## config.mk

```make
export PLATFORM = sky130hd
export DESIGN_NAME = sdcmd_engine
export DESIGN_NICKNAME = d
export VERILOG_FILES = /design/src/rtl/sdcmd_pkg.sv /design/src/rtl/sdcmd_clkgen.sv /design/src/rtl/sdcmd_tx.sv /design/src/rtl/sdcmd_rx.sv /design/src/rtl/sdcmd_busywait.sv /design/src/rtl/sdcmd_engine.sv
export SDC_FILE = /design/constraint.sdc
export NUM_CORES = 1
export LEC_CHECK = 0
export CORE_MARGIN = 2
export CORE_UTILIZATION = 47
export CTS_CLUSTER_DIAMETER = 60
export DETAILED_ROUTE_END_ITERATION = 6
export GPL_TIMING_DRIVEN = 0
export HOLD_SLACK_MARGIN = 0.08
export PLACE_DENSITY = 0.78
export RECOVER_POWER = 100
export SYNTH_ARGS = -nofsm -noshare
export SYNTH_HDL_FRONTEND = slang
export SYNTH_SLANG_ARGS = --single-unit
```

## constraint.sdc

```tcl
create_clock -name clk -period 5.2 [get_ports clk]
set_clock_uncertainty 0.2 [all_clocks]
set_input_delay 1.3 -clock clk [delete_from_list [all_inputs] [get_ports clk]]
set_output_delay 1.3 -clock clk [all_outputs]
set_load 0.1 [all_outputs]
```

## src/rtl/sdcmd_pkg.sv

```systemverilog
package sdcmd_pkg;
  localparam int NFLAG      = 7;
  localparam int TOKEN_BITS = 48;
  localparam int LONG_BITS  = 136;

  localparam int F_CRCFAIL = 0;
  localparam int F_CTMO    = 1;
  localparam int F_RESPOK  = 2;
  localparam int F_SENT    = 3;
  localparam int F_BUSY    = 4;
  localparam int F_BUSYEND = 5;
  localparam int F_DTMO    = 6;

  typedef enum logic [1:0] {
    RK_NONE        = 2'b00,
    RK_SHORT       = 2'b01,
    RK_SHORT_NOCRC = 2'b10,
    RK_LONG        = 2'b11
  } resp_kind_e;

  typedef enum logic [1:0] {ST_IDLE, ST_TX, ST_RX, ST_BUSY} cmd_state_e;

  // One serial step of CRC7, polynomial x^7 + x^3 + 1
  function automatic logic [6:0] crc7_step(input logic [6:0] c, input logic b);
    logic fb;
    fb = b ^ c[6];
    return {c[5:0], 1'b0} ^ (fb ? 7'h09 : 7'h00);
  endfunction

  function automatic logic [6:0] crc7_40(input logic [39:0] d);
    logic [6:0] c;
    c = '0;
    for (int i = 39; i >= 0; i--) c = crc7_step(c, d[i]);
    return c;
  endfunction
endpackage

```

## src/rtl/sdcmd_clkgen.sv

```systemverilog
module sdcmd_clkgen #(
  parameter int DIV = 4
) (
  input  logic clk,
  input  logic rst,
  output logic tick,
  output logic sd_clk
);
  localparam int CW   = (DIV > 1) ? $clog2(DIV) : 1;
  localparam int HALF = DIV / 2;

  logic [CW-1:0] cnt;
  logic [CW-1:0] cnt_nx;

  assign tick   = (cnt == CW'(DIV - 1));
  assign cnt_nx = tick ? '0 : cnt + 1'b1;

  always_ff @(posedge clk) begin
    if (rst) begin
      cnt    <= '0;
      sd_clk <= 1'b0;
    end else begin
      cnt    <= cnt_nx;
      sd_clk <= (cnt_nx >= CW'(HALF));
    end
  end
endmodule

```

## src/rtl/sdcmd_tx.sv

```systemverilog
module sdcmd_tx
  import sdcmd_pkg::*;
(
  input  logic                  clk,
  input  logic                  rst,
  input  logic                  tick,
  input  logic                  load,
  input  logic [TOKEN_BITS-1:0] token,
  output logic                  cmd_out,
  output logic                  cmd_oe,
  output logic                  busy,
  output logic                  done
);
  localparam int LW = $clog2(TOKEN_BITS + 1);

  logic [TOKEN_BITS-1:0] sh;
  logic [LW-1:0]         left;

  always_ff @(posedge clk) begin
    if (rst) begin
      sh      <= '0;
      left    <= '0;
      busy    <= 1'b0;
      done    <= 1'b0;
      cmd_out <= 1'b1;
      cmd_oe  <= 1'b0;
    end else begin
      done <= 1'b0;
      if (load) begin
        sh   <= token;
        left <= LW'(TOKEN_BITS);
        busy <= 1'b1;
      end else if (tick && busy) begin
        if (left != '0) begin
          cmd_out <= sh[TOKEN_BITS-1];
          cmd_oe  <= 1'b1;
          sh      <= {sh[TOKEN_BITS-2:0], 1'b0};
          left    <= left - 1'b1;
        end else begin
          cmd_out <= 1'b1;
          cmd_oe  <= 1'b0;
          busy    <= 1'b0;
          done    <= 1'b1;
        end
      end
    end
  end

  p_oe_inside_token_r1: assert property (@(posedge clk) disable iff (rst)
    cmd_oe |-> busy);
  p_released_at_end_r1: assert property (@(posedge clk) disable iff (rst)
    done |-> (!cmd_oe && cmd_out));
endmodule

```

## src/rtl/sdcmd_rx.sv

```systemverilog
module sdcmd_rx
  import sdcmd_pkg::*;
#(
  parameter int TIMEOUT = 64
) (
  input  logic                 clk,
  input  logic                 rst,
  input  logic                 tick,
  input  logic                 arm,
  input  logic                 long_resp,
  input  logic                 cmd_in,
  output logic                 done,
  output logic                 timeout,
  output logic                 crc_ok,
  output logic [LONG_BITS-1:0] frame
);
  localparam int WTW = $clog2(TIMEOUT + 1);

  logic                 waiting, recv, long_q;
  logic [WTW-1:0]       wcnt;
  logic [7:0]           rcnt, len, lo, hi;
  logic [6:0]           crc;
  logic [LONG_BITS-1:0] sh;
  logic                 covered;

  assign len     = long_q ? 8'(LONG_BITS) : 8'(TOKEN_BITS);
  assign lo      = long_q ? 8'd8   : 8'd0;
  assign hi      = long_q ? 8'd128 : 8'd40;
  assign covered = (rcnt >= lo) && (rcnt < hi);
  assign crc_ok  = (crc == sh[7:1]);
  assign frame   = sh;

  always_ff @(posedge clk) begin
    if (rst) begin
      waiting <= 1'b0;
      recv    <= 1'b0;
      long_q  <= 1'b0;
      wcnt    <= '0;
      rcnt    <= '0;
      crc     <= '0;
      sh      <= '0;
      done    <= 1'b0;
      timeout <= 1'b0;
    end else begin
      done    <= 1'b0;
      timeout <= 1'b0;
      if (arm) begin
        waiting <= 1'b1;
        recv    <= 1'b0;
        wcnt    <= '0;
        rcnt    <= '0;
        crc     <= '0;
        long_q  <= long_resp;
      end else if (tick && waiting) begin
        if (!cmd_in) begin
          waiting <= 1'b0;
          recv    <= 1'b1;
          sh      <= {sh[LONG_BITS-2:0], 1'b0};
          rcnt    <= 8'd1;
          if (lo == 8'd0) crc <= crc7_step(crc, 1'b0);
        end else if (wcnt == WTW'(TIMEOUT - 1)) begin
          waiting <= 1'b0;
          timeout <= 1'b1;
        end else begin
          wcnt <= wcnt + 1'b1;
        end
      end else if (tick && recv) begin
        sh <= {sh[LONG_BITS-2:0], cmd_in};
        if (covered) crc <= crc7_step(crc, cmd_in);
        if (rcnt == len - 8'd1) begin
          recv <= 1'b0;
          done <= 1'b1;
        end
        rcnt <= rcnt + 1'b1;
      end
    end
  end

  p_single_outcome_r7: assert property (@(posedge clk) disable iff (rst)
    $onehot0({done, timeout}));
  p_timeout_line_idle_r7: assert property (@(posedge clk) disable iff (rst)
    timeout |-> $past(cmd_in));
endmodule

```

## src/rtl/sdcmd_busywait.sv

```systemverilog
module sdcmd_busywait #(
  parameter int DTW = 16
) (
  input  logic           clk,
  input  logic           rst,
  input  logic           tick,
  input  logic           arm,
  input  logic [DTW-1:0] limit,
  input  logic           dat0,
  output logic           busy_end,
  output logic           dtimeout,
  output logic           active
);
  logic [DTW-1:0] cnt, limit_q;

  always_ff @(posedge clk) begin
    if (rst) begin
      cnt      <= '0;
      limit_q  <= '0;
      active   <= 1'b0;
      busy_end <= 1'b0;
      dtimeout <= 1'b0;
    end else begin
      busy_end <= 1'b0;
      dtimeout <= 1'b0;
      if (arm) begin
        cnt     <= '0;
        limit_q <= limit;
        active  <= 1'b1;
      end else if (tick && active) begin
        if (dat0) begin
          active   <= 1'b0;
          busy_end <= 1'b1;
        end else if ({1'b0, cnt} + 1'b1 >= {1'b0, limit_q}) begin
          active   <= 1'b0;
          dtimeout <= 1'b1;
        end else begin
          cnt <= cnt + 1'b1;
        end
      end
    end
  end

  p_wait_bounded_r9: assert property (@(posedge clk) disable iff (rst)
    active |-> ((cnt < limit_q) || (limit_q == '0)));
  p_end_needs_high_r8: assert property (@(posedge clk) disable iff (rst)
    busy_end |-> $past(dat0));
endmodule

```

## src/rtl/sdcmd_engine.sv

```systemverilog
module sdcmd_engine
  import sdcmd_pkg::*;
#(
  parameter int CLK_DIV      = 4,
  parameter int RESP_TIMEOUT = 64,
  parameter int DTW          = 16
) (
  input  logic             clk,
  input  logic             rst,
  input  logic             cmd_start,
  input  logic [5:0]       cmd_index,
  input  logic [31:0]      cmd_arg,
  input  logic [1:0]       resp_kind,
  input  logic             cmd_busy_wait,
  input  logic             cmd_stop,
  input  logic [DTW-1:0]   data_timer,
  input  logic [NFLAG-1:0] flag_clear,
  input  logic [NFLAG-1:0] flag_mask,
  output logic             sd_clk,
  output logic             cmd_out,
  output logic             cmd_oe,
  input  logic             cmd_in,
  input  logic             dat0_in,
  output logic [NFLAG-1:0] status,
  output logic             irq,
  output logic [31:0]      resp_w0,
  output logic [31:0]      resp_w1,
  output logic [31:0]      resp_w2,
  output logic [31:0]      resp_w3,
  output logic             cmd_active,
  output logic             data_abort
);
  cmd_state_e state;
  resp_kind_e kind_q;
  logic       busyreq_q, stop_q;
  logic [5:0] idx_q;

  logic tick, tx_load, tx_done, tx_busy;
  logic rx_arm, rx_done, rx_timeout, rx_crc_ok;
  logic [LONG_BITS-1:0] rx_frame;
  logic bw_arm, bw_end, bw_tmo, bw_active;
  logic resp_ok_c;
  logic [NFLAG-1:0] set_vec, status_q;
  logic [TOKEN_BITS-1:0] token;

  assign tx_load   = cmd_start && (state == ST_IDLE);
  assign token     = {2'b01, cmd_index, cmd_arg,
                      crc7_40({2'b01, cmd_index, cmd_arg}), 1'b1};
  assign rx_arm    = (state == ST_TX) && tx_done && (kind_q != RK_NONE);
  assign resp_ok_c = (kind_q == RK_SHORT_NOCRC) || rx_crc_ok;
  assign bw_arm    = (state == ST_RX) && rx_done && resp_ok_c && busyreq_q && !dat0_in;

  sdcmd_clkgen #(.DIV(CLK_DIV)) clkgen_i (
    .clk(clk), .rst(rst), .tick(tick), .sd_clk(sd_clk));

  sdcmd_tx tx_i (
    .clk(clk), .rst(rst), .tick(tick), .load(tx_load), .token(token),
    .cmd_out(cmd_out), .cmd_oe(cmd_oe), .busy(tx_busy), .done(tx_done));

  sdcmd_rx #(.TIMEOUT(RESP_TIMEOUT)) rx_i (
    .clk(clk), .rst(rst), .tick(tick), .arm(rx_arm),
    .long_resp(kind_q == RK_LONG), .cmd_in(cmd_in), .done(rx_done),
    .timeout(rx_timeout), .crc_ok(rx_crc_ok), .frame(rx_frame));

  sdcmd_busywait #(.DTW(DTW)) bw_i (
    .clk(clk), .rst(rst), .tick(tick), .arm(bw_arm), .limit(data_timer),
    .dat0(dat0_in), .busy_end(bw_end), .dtimeout(bw_tmo), .active(bw_active));

  always_comb begin
    set_vec = '0;
    case (state)
      ST_TX: if (tx_done && kind_q == RK_NONE) set_vec[F_SENT] = 1'b1;
      ST_RX: begin
        if (rx_timeout) set_vec[F_CTMO] = 1'b1;
        else if (rx_done) begin
          if (resp_ok_c) set_vec[F_RESPOK]  = 1'b1;
          else           set_vec[F_CRCFAIL] = 1'b1;
          if (bw_arm)    set_vec[F_BUSY]    = 1'b1;
        end
      end
      ST_BUSY: begin
        if (bw_end) set_vec[F_BUSYEND] = 1'b1;
        if (bw_tmo) set_vec[F_DTMO]    = 1'b1;
      end
      default: ;
    endcase
  end

  always_ff @(posedge clk) begin
    if (rst) begin
      state      <= ST_IDLE;
      kind_q     <= RK_NONE;
      busyreq_q  <= 1'b0;
      stop_q     <= 1'b0;
      idx_q      <= '0;
      status_q   <= '0;
      irq        <= 1'b0;
      data_abort <= 1'b0;
      resp_w0    <= '0;
      resp_w1    <= '0;
      resp_w2    <= '0;
      resp_w3    <= '0;
    end else begin
      data_abort <= 1'b0;
      status_q   <= (status_q & ~flag_clear) | set_vec;
      irq        <= |(status_q & flag_mask);
      case (state)
        ST_IDLE: if (tx_load) begin
          state     <= ST_TX;
          kind_q    <= resp_kind_e'(resp_kind);
          busyreq_q <= cmd_busy_wait;
          stop_q    <= cmd_stop;
          idx_q     <= cmd_index;
        end
        ST_TX: if (tx_done) begin
          data_abort <= stop_q;
          state      <= (kind_q == RK_NONE) ? ST_IDLE : ST_RX;
        end
        ST_RX: begin
          if (rx_timeout) state <= ST_IDLE;
          else if (rx_done) begin
            if (kind_q == RK_LONG) begin
              resp_w0 <= rx_frame[127:96];
              resp_w1 <= rx_frame[95:64];
              resp_w2 <= rx_frame[63:32];
              resp_w3 <= rx_frame[31:0];
            end else begin
              resp_w0 <= rx_frame[39:8];
            end
            state <= bw_arm ? ST_BUSY : ST_IDLE;
          end
        end
        ST_BUSY: if (bw_end || bw_tmo) state <= ST_IDLE;
        default: state <= ST_IDLE;
      endcase
    end
  end

  assign status     = status_q;
  assign cmd_active = (state != ST_IDLE);

  p_start_ignored_r2: assert property (@(posedge clk) disable iff (rst)
    (cmd_start && state != ST_IDLE) |=> ($stable(idx_q) && $stable(kind_q)));
  p_no_wait_without_resp_r3: assert property (@(posedge clk) disable iff (rst)
    (state == ST_TX && kind_q == RK_NONE) |=> (state != ST_RX));
  p_crc_verdict_exclusive_r4: assert property (@(posedge clk) disable iff (rst)
    $rose(status_q[F_CRCFAIL]) |-> !$rose(status_q[F_RESPOK]));
  p_busy_state_tracks_r8: assert property (@(posedge clk) disable iff (rst)
    (state == ST_BUSY) |-> (bw_active || bw_end || bw_tmo));
  p_irq_has_source_r11: assert property (@(posedge clk) disable iff (rst)
    irq |-> $past(|status_q));
  p_abort_only_stop_r12: assert property (@(posedge clk) disable iff (rst)
    data_abort |-> ($past(stop_q) && !tx_busy));
endmodule

```

==> results of run 1 <==
state kept, by name, indices dropped and copies added (netlist names), 2 cells and up:
signal and cells:
clkgen_i.cnt 2, tx_i.left 6, resp_w1 32, status 7, state 2, resp_w0 32, rx_i.wcnt 7, resp_w3 32
rx_i.frame 128, rx_i.rcnt 8, tx_i.sh 48, resp_w2 32, kind_q 2, rx_i.crc 7, bw_i.cnt 16, bw_i.limit_q 16
per-stage QoR:
step,util,instances,area [sq um],total power (W)
6_report,0.602,2744,20200,0.00684
5_1_grt,0.602,2744,20200,0.00708
4_1_cts,0.602,2744,20200,0.00689
3_5_place_dp,0.560,2668,18800,0.00385
3_3_place_gp,0.560,2668,18800,0.00383
2_1_floorplan,-,2003,16000,0.00366
power groups by stage:
| stage | Clock [W] | Combinational (W) | Sequential [W] |
|---|---|---|---|
| finish | 0.00306 | 0.000697 | 0.00309 |
| global route | 0.00322 | 0.000761 | 0.00310 |
| global placement | 0 | 0.000673 | 0.00316 |
| CTS | 0.00310 | 0.000698 | 0.00309 |
| detailed placement | 0 | 0.000695 | 0.00316 |
| floorplan | 0 | 0.000505 | 0.00316 |
layer usage:
metal  track usage  vias to the layer above  routed length, microns
met1         0.323                     6892                   19700
met2         0.390                      478                   19800
met5             0                        -                       0
li1              -                     7211                       -
met4        0.0628                        0                     986
met3        0.0393                       70                    2840
worst paths after layout:
path / endpoint / slack [ps] / cells past startpoint
max: bw_i.cnt[12]$_SDFFE_PP0P_ / 680 / 14
min: clkgen_i.cnt[0]$_SDFF_PP0_ / 220 / 1
max reg2reg: bw_i.cnt[12]$_SDFFE_PP0P_ / 680 / 14
min reg2reg: clkgen_i.cnt[0]$_SDFF_PP0_ / 220 / 1
synthesized netlist by cell type (5+ instances only):
library cell,instances
a21oi_1,259
mux2i_1,24
or3_1,10
o21a_1,8
and3_1,6
dfxtp_1,393
nor2_1,158
o21ai_0,17
nor2b_1,9
nand4_1,11
nand2_1,603
xor2_1,27
nor3_1,14
buf_1,10
a311oi_1,74
nor4_1,9
clkbuf_1,124
nand3_1,56
ha_1,25
xnor2_1,81
a211o_1,5
inv_1,30
cells by family after synthesis:
family / Yosys count / synth area share
simple gates: 891 / 0.224
flops: 393 / 0.491
compound gates: 390 / 0.146
buf+inv: 167 / 0.0395
xor+xnor: 113 / 0.0647
fa+ha+maj: 25 / 0.0195
mux: 24 / 0.0150
cell type report:
| class | count | area [sq um] | share of cell area |
|---|---|---|---|
| Timing Repair Buffer | 217 | 2170 | 0.108 |
| Buffer | 137 | 520 | 0.0258 |
| Sequential cell | 393 | 7870 | 0.390 |
| Inverter | 30 | 113 | 0.00558 |
| Tap cell | 448 | 561 | 0.0278 |
| Multi-Input combinational cell | 1443 | 7530 | 0.373 |
| Clock inverter | 17 | 218 | 0.0108 |
| Clock buffer | 59 | 1210 | 0.0597 |
worst reg2reg max path, cell delays in order, from the launching register on:
cell      delay, ps
dfxtp_1         440
nand2_1         120
nor4_2          480
nand3_1         290
or3_1           490
xnor2_1         150
ha_1            300
nand4_1         100
nor2_1           80
a211oi_1        420
nand2_1         190
or3_1           450
clkbuf_1        250
or3_1           350
a21oi_1         150
==> impl_results.md, run 1 <==
* Count of final hold-check violations at 0
* Cell Pwr Density at around 340 nW/um^2
* Die span in x at ~190 microns
* Type of the worst setup path: flip-flop to flip-flop
* Chip Height at between 150 and 200 microns
* Number of routed nets with antenna violations at 0
* Number of I/O pins at roughly 220
* Most common cell after layout, fill and taps aside: nand2_1
* Global-route wire length before repair at 69.8 mm
* Part of the power in registers at 0.452
* Peak VDD IR at 0.200 mV
* Fmax at approximately 220 MHz
* Fraction of final layout cells sized beyond drive strength 1 at 0.0353
* Mapped Cells at between 2000 and 2500
* Cell Int Power at between 0.005 and 0.006 W
* Highest-delay cell along the critical path: nor4_2
* Gr usage total at 0.237
* First-iteration detailed-routing DRC count at between 1000 and 1500
* Endpoint type of the worst setup path: flip-flop
* Mean area per synthesized cell at between 8 and 9 sq um
* Number of antenna violations at the first check in global routing at 0
* Hold-fix buffers at CTS at 0
* Die outline area at 35600 sq um
* Arrival time of data at the critical path endpoint at between 4000 and 5000 ps
* Netlist cell types at 47
* Setup tns final at 0 ps
* Clock root cell: clkbuf_16
* Residual DRC at 0
* Minimum period implied by the final worst setup slack at between 4000 and 5000 ps
* Dominant register cell in the synthesized netlist: dfxtp_1
* Cell area after synthesis at 16000 sq um
* Required time of the worst setup path at ~5500 ps
* RSZ-0062 raised after global routing: false
* Ys Warns at 0
* Routability congestion estimate from global placement at 0.859
* Vias after detailed routing at 14700
* Post-synth top area cell: dfxtp_1
* Std-Cell Rows at between 60 and 70
* Synth top area cells: dfxtp_1 49%, nand2_1 14%, a21oi_1 8.1%
* Delay of the slowest cell on the worst path at ~480 ps
* Buffers from clock root to sink, at most at 3
* Fraction of registers with async set or reset after synthesis at 0
* ANT cells at 0
* Portion of total power attributed to the clock network at 0.446
* Sort of element at the start of the critical path: flip-flop
* Post-CTS clock slew at the launch and capture registers of the worst setup and hold paths at roughly 60 ps
* Number of gates given a new drive strength after cts at 0
* Highest net fanout along the worst path at 10
* Total of buffers placed on input and output ports at 217
* Sequential area share after synthesis at 0.491
* Most frequent cell on the critical path: or3_1
* Number of failing setup endpoints in the final timing report at 0
* Initial core utilization at 0.478
* Max-cap viol count at 0
* Remaining global-route overflow at 0
* Run status: completed
* Post-DP HPWL at 31.4 mm
* Number of global-route vias before repair at about 14000
* Nets at around 2400
* Largest delay share family, worst path: simple AND/OR/NAND/NOR gates
* Standard cell core area at between 30000 and 40000 sq um
* Worst setup startpoint: bw_i.cnt[2]$_SDFFE_PP0P_
* Wirelength per Cell at about 16 microns
* Relative slew slack at 0.246
* TritonRoute pass-1 iters at 7
* Worst hold-check slack at between 200 and 250 ps
* Startpoint of the lowest-slack register-to-register path: bw_i.cnt[2]$_SDFFE_PP0P_
* Slew Viols, Final at 0
* Number of sinks handled by clock tree synthesis at just under 400
* Number of levels in the clock H-tree at 2
* Growth of design area from synthesis to finish at 25.9%
* Fin worst setup slack at 678 ps
* Sum of routed wire length over all layers at between 40 and 50 mm
* Largest net degree at the start of global routing at 14
* Tightest Pin Transition at about 1100 ps
* Synth top area share at 0.491
* DR vias/cell at 5.34
* Clk Latency, worst-skew pair at around 530 ps
* Most frequent cells in the layout: 603 x nand2_1, 393 x dfxtp_1, 259 x a21oi_1
* Filler Cells Inserted at ~2900
* Post-route fraction of the period consumed by the critical path at 0.870
* Post-Place Worst Slack at between 700 and 800 ps
* Total net switching power at about 0.0016 W
* Class of the tightest hold or removal check: flip-flop to flip-flop
* Cell-by-cell trace of the critical path: nand2_1 -> nor4_2 -> nand3_1 -> or3_1 -> xnor2_1 -> ha_1 -> nand4_1 -> nor2_1 -> a211oi_1 -> nand2_1 -> or3_1 -> clkbuf_1 -> or3_1 -> a21oi_1
* Flops & latches, synth at 393
* Number of setup buffers added after CTS at 0
* Static Leak at between 7 and 8 nW
* Num CTS Buffers at 42
* Comb power frac at 0.102
* Post-synth EDFFs at 0
* Hold Crit Start: clkgen_i.cnt[0]$_SDFF_PP0_
* Net Sw Frac at 0.238
* Synthesized netlist net count at approximately 2100
* WP buf/inv at 1
* Clock tree from TritonCTS: built
No activity file was read; power rests on OpenSTA's default activity.
==> run 2: changes to the inputs <==
--- a/config.mk
+++ b/config.mk
@@ -16,3 +16,4 @@
 export SYNTH_ARGS = -nofsm -noshare
 export SYNTH_HDL_FRONTEND = slang
 export SYNTH_SLANG_ARGS = --single-unit
+export TNS_END_PERCENT = 10
==> results of run 2 <==
Same layout as run 1: the final DEF is identical, and so are final timing and power.
==> run 3: changes to the inputs <==
--- a/config.mk
+++ b/config.mk
@@ -5,6 +5,7 @@
 export SDC_FILE = /design/constraint.sdc
 export NUM_CORES = 1
 export LEC_CHECK = 0
+export ABC_CLOCK_PERIOD_IN_PS = 5200
 export CORE_MARGIN = 2
 export CORE_UTILIZATION = 47
 export CTS_CLUSTER_DIAMETER = 60
==> results of run 3 <==
Same layout as run 1: the final DEF is identical, and so are final timing and power.
